$ cat config.mk
export PLATFORM = sky130hd
export DESIGN_NAME = dual_pattern_detector
export DESIGN_NICKNAME = d
export VERILOG_FILES = /design/src/rtl/seqdet_pkg.sv /design/src/rtl/seqdet_mealy_core.sv /design/src/rtl/seqdet_moore_core.sv /design/src/rtl/dual_pattern_detector.sv
export SDC_FILE = /design/constraint.sdc
export NUM_CORES = 1
export LEC_CHECK = 0
export ABC_AREA = 1
export BUFFER_PORTS_ARGS = -buffer_cell sky130_fd_sc_hd__buf_2
export CAP_MARGIN = 20
export CORE_MARGIN = 2
export CORE_UTILIZATION = 40
export CTS_CLUSTER_DIAMETER = 120
export DETAILED_ROUTE_END_ITERATION = 7
export PLACE_DENSITY = 0.63
export SLEW_MARGIN = 40
export SYNTH_ARGS = -nofsm -noshare
export SYNTH_HDL_FRONTEND = slang
export SYNTH_SLANG_ARGS = --single-unit
$ cat constraint.sdc
create_clock -name clk -period 2.99 [get_ports clk]
set_clock_uncertainty 0.15 [all_clocks]
set_input_delay 0 -clock clk [delete_from_list [all_inputs] [get_ports clk]]
set_output_delay 0 -clock clk [all_outputs]
set_load 0.005 [all_outputs]
$ cat src/rtl/seqdet_pkg.sv
package seqdet_pkg;
  localparam int CODE_W = 2;
  typedef logic [CODE_W-1:0] code_t;

  localparam code_t CODE_NONE = 2'b00;
  localparam code_t CODE_A    = 2'b01;
  localparam code_t CODE_B    = 2'b10;

  // Longest suffix of the accepted stream that is a prefix of either target.
  typedef enum logic [2:0] {
    H_NONE, H_1, H_11, H_10, H_110, H_100, H_1100, H_1001
  } hist_e;

  function automatic hist_e hist_next(hist_e s, logic b);
    hist_e n;
    case (s)
      H_NONE: n = b ? H_1    : H_NONE;
      H_1:    n = b ? H_11   : H_10;
      H_11:   n = b ? H_11   : H_110;
      H_10:   n = b ? H_1    : H_100;
      H_110:  n = b ? H_1    : H_1100;
      H_100:  n = b ? H_1001 : H_NONE;
      H_1100: n = b ? H_1001 : H_NONE;
      H_1001: n = b ? H_11   : H_10;
      default: n = H_NONE;
    endcase
    return n;
  endfunction

  function automatic code_t hit_code(hist_e s, logic b);
    if (s == H_1100 && b)       return CODE_A;
    else if (s == H_1001 && !b) return CODE_B;
    else                        return CODE_NONE;
  endfunction
endpackage

$ cat src/rtl/seqdet_mealy_core.sv
module seqdet_mealy_core
  import seqdet_pkg::*;
(
  input  logic  clk,
  input  logic  rst,
  input  logic  bit_in,
  input  logic  bit_vld,
  output code_t code
);
  hist_e state_q;
  logic  hit_a;
  logic  hit_b;
  code_t raw_code;

  assign raw_code = hit_code(state_q, bit_in);
  assign hit_a    = bit_vld && (raw_code == CODE_A);
  assign hit_b    = bit_vld && (raw_code == CODE_B);
  assign code     = {hit_b, hit_a};

  always_ff @(posedge clk) begin
    if (rst)          state_q <= H_NONE;
    else if (bit_vld) state_q <= hist_next(state_q, bit_in);
  end

  // the two detections exclude each other
  p_single_hit_r6: assert property (@(posedge clk) disable iff (rst)
    !(hit_a && hit_b));
  // without a qualified bit the code is quiet and the history holds
  p_idle_quiet_r7: assert property (@(posedge clk) disable iff (rst)
    !bit_vld |-> code == CODE_NONE);
  p_idle_hold_r7: assert property (@(posedge clk) disable iff (rst)
    !bit_vld |=> $stable(state_q));
endmodule

$ cat src/rtl/seqdet_moore_core.sv
module seqdet_moore_core
  import seqdet_pkg::*;
(
  input  logic  clk,
  input  logic  rst,
  input  logic  bit_in,
  input  logic  bit_vld,
  output code_t code
);
  // The state pair {term_q, base_q} forms the Moore machine. A terminal
  // state is a base history with a non-zero term_q.
  hist_e base_q;
  code_t term_q;
  code_t step_code;
  hist_e step_base;

  assign step_code = hit_code(base_q, bit_in);
  assign step_base = hist_next(base_q, bit_in);
  assign code      = term_q;

  always_ff @(posedge clk) begin
    if (rst) begin
      base_q <= H_NONE;
      term_q <= CODE_NONE;
    end else if (bit_vld) begin
      base_q <= step_base;
      term_q <= step_code;
    end
  end

  // the output only moves on an accepted bit
  p_gap_holds_r8: assert property (@(posedge clk) disable iff (rst)
    !bit_vld |=> $stable(code));
endmodule

$ cat src/rtl/dual_pattern_detector.sv
module dual_pattern_detector
  import seqdet_pkg::*;
(
  input  logic             clk,
  input  logic             rst,
  input  logic             bit_in,
  input  logic             bit_vld,
  output logic [CODE_W-1:0] mealy_code,
  output logic [CODE_W-1:0] moore_code
);
  code_t mealy_w;
  code_t moore_w;

  seqdet_mealy_core u_mealy (
    .clk(clk), .rst(rst), .bit_in(bit_in), .bit_vld(bit_vld), .code(mealy_w)
  );

  seqdet_moore_core u_moore (
    .clk(clk), .rst(rst), .bit_in(bit_in), .bit_vld(bit_vld), .code(moore_w)
  );

  assign mealy_code = mealy_w;
  assign moore_code = moore_w;

  // no combined code on either output
  p_no_code11_r6: assert property (@(posedge clk) disable iff (rst)
    mealy_code != 2'b11 && moore_code != 2'b11);
  // the Moore code follows the Mealy code of the accepted bit by one clock
  p_moore_lags_r8: assert property (@(posedge clk) disable iff (rst)
    bit_vld |=> moore_code == $past(mealy_code));
  // reset clears the registered code
  p_reset_clears_r9: assert property (@(posedge clk)
    rst |=> moore_code == CODE_NONE);
endmodule

### Yosys cells after proc, flatten, opt, wreduce, memory -nomap -nowiden

Cells that the tools add are included.

| storage, ports and cells | value |
|---|---|
| flip-flop bits (word level) | 8 |
| bits in latches | 0 |
| memory bits (writable) | 0 |
| ROM bits | 0 |
| bits of input ports | 4 |
| output and inout port bits | 4 |
| logic and storage cells | 44 |
| memories kept | 0 |

| operators by class | value |
|---|---|
| add/sub/neg operators | 0 |
| multiply operators | 0 |
| div/mod/pow operators | 0 |
| magnitude comparators | 0 |
| eq/ne operators | 16 |
| shift-type cells | 0 |
| muxes and demuxes | 12 |
| bitwise gates (word level) | 0 |
| reductions and logical operators | 13 |

Operators by type and width:

| cell | number |
|---|---|
| one-hot mux 3 bit (6 select lines) | 2 |
| equality test 3 bit, second input constant | 8 |
| equality test 3 x 2 -> 1 bit, second input constant | 4 |
| two-way mux 3 bit | 4 |
| two-way mux 2 bit | 4 |
| OR reduction 2 bit | 4 |
| equality test 3 x 1 -> 1 bit, second input constant | 2 |
| logical AND 1 bit | 6 |
| logical NOT 3 bit | 2 |
| equality test 2 x 1 -> 1 bit, second input constant | 1 |
| equality test 2 bit, second input constant | 1 |
| two-way mux 1 bit | 2 |
| logical NOT 1 bit | 1 |

### Logic depth before layout (Yosys ltp)

| logic depth | value |
|---|---|
| word-level depth | 6 |
| depth in mapped cells | 7 |
| mapped depth without buffers | 7 |

### Cells and area by module

A second synthesis with hierarchy kept.

| unflattened totals | value |
|---|---|
| cell total of the unflattened synthesis | 85 |
| area total of the unflattened synthesis | 514.2 um2 |

Modules (own cells, without submodules):

| module | instances | cells an instance | area an instance (um2) |
|---|---|---|---|
| seqdet_moore_core | 1 | 44 | 275.3 |
| seqdet_mealy_core | 1 | 41 | 239.0 |

### Least setup slack after synthesis

Ideal clock, no wire load.

| timing path | value |
|---|---|
| path type | register to register |
| from | reg u_mealy.state_q[2] |
| to | reg u_mealy.state_q[0] |
| library setup time | 113 ps |
| arrival time | 847 ps |
| slack | 1880 ps |
| cell stages (with the launch flop) | 6 |
| buffers on the path | 0 |
| period minus slack after synthesis | 1110 ps |
| cell sequence | dfxtp_1 inv_2 o31ai_2 nand2_1 nand2_1 nor2_1 |

| on the way | value |
|---|---|
| longest elaborated chain between the ends | 3 |
| elaborated cells on any way between the ends | 11 |

Ends and longest elaborated chain:

| what | line | text |
|---|---|---|
| start: declaration | seqdet_mealy_core.sv:10 | `hist_e state_q;` |
| start signal: assignment | seqdet_mealy_core.sv:22 | `else if (bit_vld) state_q <= hist_next(state_q, bit_in);` |
| equality test 3 x 1 -> 1 bit or equality test 3 bit (tied branches) | seqdet_pkg.sv:16 | `case (s)` |
| OR reduction 2 bit (no line) | n/a |  |
| one-hot mux 3 bit (6 select lines) (*) | seqdet_pkg.sv:16 |  |

Every way passes the cells marked *; elsewhere a longest branch is shown, timed or not.
A chain may end at the register's enable or synchronous reset.

### Worst setup path in the final report

| timing path | value |
|---|---|
| from | reg u_mealy.state_q[1] |
| to | reg u_mealy.state_q[1] |

Same word-level chain as after synthesis.

==> summary.log <==
qor: global_routing.grt_max_degree 13
qor: clock_tree.cts_buffers 3
qor: route.final_antenna_net_count 0
qor: critical_path.timing.critical_path.from_type register
qor: place.numPortBuffers 7
qor: yosys.synthFlopType sky130_fd_sc_hd__dfxtp_1
qor: clock_tree.cts_root_buf sky130_fd_sc_hd__clkbuf_4
qor: route.via_count 547
qor: clock_tree.post-cts-setup-buffer-count 0
qor: cells_and_area.share_of_post_route_cells_with_drive_strength_above_1 19.1%
qor: yosys.synth.top_cells.by_count 22 x sky130_fd_sc_hd__nand2_1, 12 x sky130_fd_sc_hd__nand3_1, 8 x sky130_fd_sc_hd__dfxtp_1, 8 x sky130_fd_sc_hd__inv_1, 6 x sky130_fd_sc_hd__a21oi_1
qor: route.post_drt_wl_per_cell 10.9 um
qor: place.dpl.hpwl 793 um
qor: yosys.synth_area_leader_cell sky130_fd_sc_hd__dfxtp_1
qor: worst_hold_path.hp_class in -> reg
qor: cells_and_area.antenna_cells_inserted 0
qor: sta.post-route-period-util 61.0%
qor: critical_path.crit_path_max_fanout 4
qor: power.powerDensity 429 nW/um^2
qor: die.floorplan.die.width 40.0 um
qor: power.leakage_power 0.262 nW
qor: yosys.asyncSetResetFlopFracSynth 0%
qor: yosys.library_cells_used_by_synthesis 19
qor: critical_path.regToRegSetupSlack 1170 ps
qor: sta.hold_viol_final 0
qor: critical_path.worstPathArrival 1810 ps
qor: sta.finalSetupViolations 0
qor: critical_path.timing_worst_setup_path_type reg -> reg
qor: route.drt_pre_antenna_iters 4
qor: place.weighted_congestion_at_the_end_of_routability_driven_global_placement 0.782
qor: global_routing.grt_first_pass_wirelength 1970 um
qor: status.status finished clean
qor: global_routing.globalRouteOverflowTotal 0
qor: route.via_per_inst 5.31
qor: global_routing.track_usage 18.6%
qor: route.drt_iter0_markers 12
qor: sta.max_freq 548 MHz
qor: power.peakVddDrop 0.000231 V
qor: cells_and_area.fillers 114
qor: die.die_area 1600 um^2
qor: worst_hold_path.whs_path_depth 4
qor: cells_and_area.post-route-util 51.0%
qor: yosys.synthesis.nets 85
qor: critical_path.ff2ff_path_depth 8
qor: die.initial_core_util 44.9%
qor: critical_path.crit-reg2reg-launch u_mealy.state_q[1]
qor: clock_tree.postCtsHoldBufs 3
qor: critical_path.required 2970 ps
qor: worst_hold_path.min-delay-start bit_in
qor: yosys.synth.avg_cell_area 6.41 um^2
qor: clock_tree.tritoncts yes
qor: cells_and_area.finalNetCount 95
qor: yosys.yosys_warnings 0
qor: global_routing.vias_in_the_first_global_route 485
qor: yosys.synth.ff_latch_count 8
qor: clock_tree.cts.sinks 8
qor: critical_path.crit_path_end_kind register
qor: die.io_pins 8
qor: route.drc 0
qor: critical_path.rr_endpoint u_mealy.state_q[1]
qor: global_routing.grt_antenna_before_repair 0
qor: die.die_height 40.0 um
qor: clock_tree.cts-resized-gates 0
qor: yosys.synth-edff-count 0
qor: yosys.yosys.cell_count.top_type sky130_fd_sc_hd__nand2_1
qor: sta.rsz0062_at_grt false
qor: sta.report.final.slew_viol_count 0
qor: route.routed_wire_length 1120 um
qor: clock_tree.cts.reportedPaths.clkPinSlew 50 ps
qor: sta.setup_total_negative_slack 0 ps
qor: yosys.netlist_instances 81
qor: yosys.netlist.area_leader.share 30.8%
qor: die.coreArea 1160 um^2
qor: die.rows 12
qor: clock_tree.clock_latency 250 ps
qor: yosys.synth_top_cells_by_area sky130_fd_sc_hd__dfxtp_1 31%, sky130_fd_sc_hd__nand2_1 16%, sky130_fd_sc_hd__nand3_1 12%
qor: yosys.yosysSeqAreaShare 30.8%
qor: clock_tree.cts_max_path_buffers 2
qor: sta.slew_headroom 82.0%
qor: sta.tightest_slew 269 ps
qor: sta.min_period 1820 ps
qor: cells_and_area.area_growth_syn_to_layout 13.5%
qor: clock_tree.htree_num_levels 1
qor: job.drv.max_cap_violation_count 0
qor: worst_hold_path.timing.hold.worst_endpoint u_moore.code[1]
qor: yosys.mappedNetlistArea 519 um^2
[routing by layer]
layer	global-route usage (%)	wire, um	vias to the layer above
met3	1.67	32	4
li1	-	-	283
met4	16.4	23	0
met1	26.4	612	251
met5	0	0	-
met2	24.2	452	9
[power breakdown]
part           switching [W]  total (W)  internal (W)
clock network      0.0000356  0.0000815     0.0000459
logic              0.0000304  0.0000499     0.0000195
registers         0.00000841   0.000122      0.000113
total              0.0000744   0.000253      0.000179
[registers in the layout, indices dropped and copies added, names as in the netlist]
name and flops:
u_mealy.state_q 3, u_moore.code 2, u_moore.base_q 3
[through the flow]
step                      power (W)  cell area (um^2)  setup WS (ps)  std cells  hold slack (ps)
after detailed placement   0.000169               537           1760         97             89.7
after global routing       0.000271               589           1070        103             88.7
final                      0.000253               589           1170        103             57.9
after global placement     0.000169               537           1760         97             82.5
after CTS                  0.000257               589           1190        103             50.1
after floorplan            0.000160               519           1880         81            -87.6
[cells in the final DEF (no fill, tap or decap)]
cell / synthesis / layout
sky130_fd_sc_hd__nand2_1: 22 / 22
sky130_fd_sc_hd__nand3_2: 1 / 1
sky130_fd_sc_hd__inv_2: 3 / 3
sky130_fd_sc_hd__dfxtp_1: 8 / 8
sky130_fd_sc_hd__o211ai_1: 1 / 1
sky130_fd_sc_hd__o21ai_0: 3 / 3
sky130_fd_sc_hd__o31ai_2: 1 / 1
sky130_fd_sc_hd__buf_2: 1 / 7
sky130_fd_sc_hd__a21oi_2: 1 / 1
sky130_fd_sc_hd__nand4_1: 3 / 3
sky130_fd_sc_hd__clkbuf_4: 0 / 3
sky130_fd_sc_hd__a21oi_1: 6 / 6
sky130_fd_sc_hd__xor2_1: 1 / 1
sky130_fd_sc_hd__dlygate4sd3_1: 0 / 3
sky130_fd_sc_hd__nor2_1: 3 / 3
sky130_fd_sc_hd__nor4_1: 1 / 1
sky130_fd_sc_hd__nor2_2: 1 / 1
sky130_fd_sc_hd__nor3_1: 1 / 1
sky130_fd_sc_hd__nand3_1: 12 / 12
sky130_fd_sc_hd__inv_1: 8 / 8
[final cells by class]
| class | count | area, um^2 | share of cell area [%] |
|---|---|---|---|
| repair buffers | 10 | 65.1 | 11.0 |
| flip-flops and latches | 8 | 160 | 27.2 |
| well taps | 14 | 17.5 | 2.97 |
| inverters | 11 | 41.3 | 7.01 |
| multi-input cells | 57 | 283 | 48.0 |
| clock buffers | 3 | 22.5 | 3.82 |
[critical path: stages (launching register included)]
cell,delay [ps]
sky130_fd_sc_hd__dfxtp_1,410
sky130_fd_sc_hd__inv_1,120
sky130_fd_sc_hd__nor2_2,140
sky130_fd_sc_hd__inv_1,70
sky130_fd_sc_hd__nand3_1,80
sky130_fd_sc_hd__nand3_1,70
sky130_fd_sc_hd__nand2_1,80
sky130_fd_sc_hd__a21oi_2,50
sky130_fd_sc_hd__dlygate4sd3_1,550
[cells by family (layout without fill, tap and decap cells)]
family | Yosys count | after routing | synth area share (%)
AND/OR/NAND/NOR | 44 | 44 | 38.6
buffers and inverters | 16 | 24 | 14.7
AO/OA/AOI/OAI | 12 | 12 | 14.2
flip-flops | 8 | 8 | 30.8
XOR/XNOR | 1 | 1 | 1.69
[how the worst max path moves through the flow]
stage	from	to	slack [ps]	cells past startpoint
after global placement	u_mealy.state_q[2]	u_mealy.state_q[0]	1760	5
after detailed placement	u_mealy.state_q[1]	u_mealy.state_q[1]	1760	7
after global routing	u_mealy.state_q[1]	u_mealy.state_q[1]	1070	8
final	u_mealy.state_q[1]	u_mealy.state_q[1]	1170	8
after CTS	u_mealy.state_q[1]	u_mealy.state_q[1]	1190	8
after floorplan	u_mealy.state_q[2]	u_mealy.state_q[0]	1880	5
(Power assumes the default switching activity.)
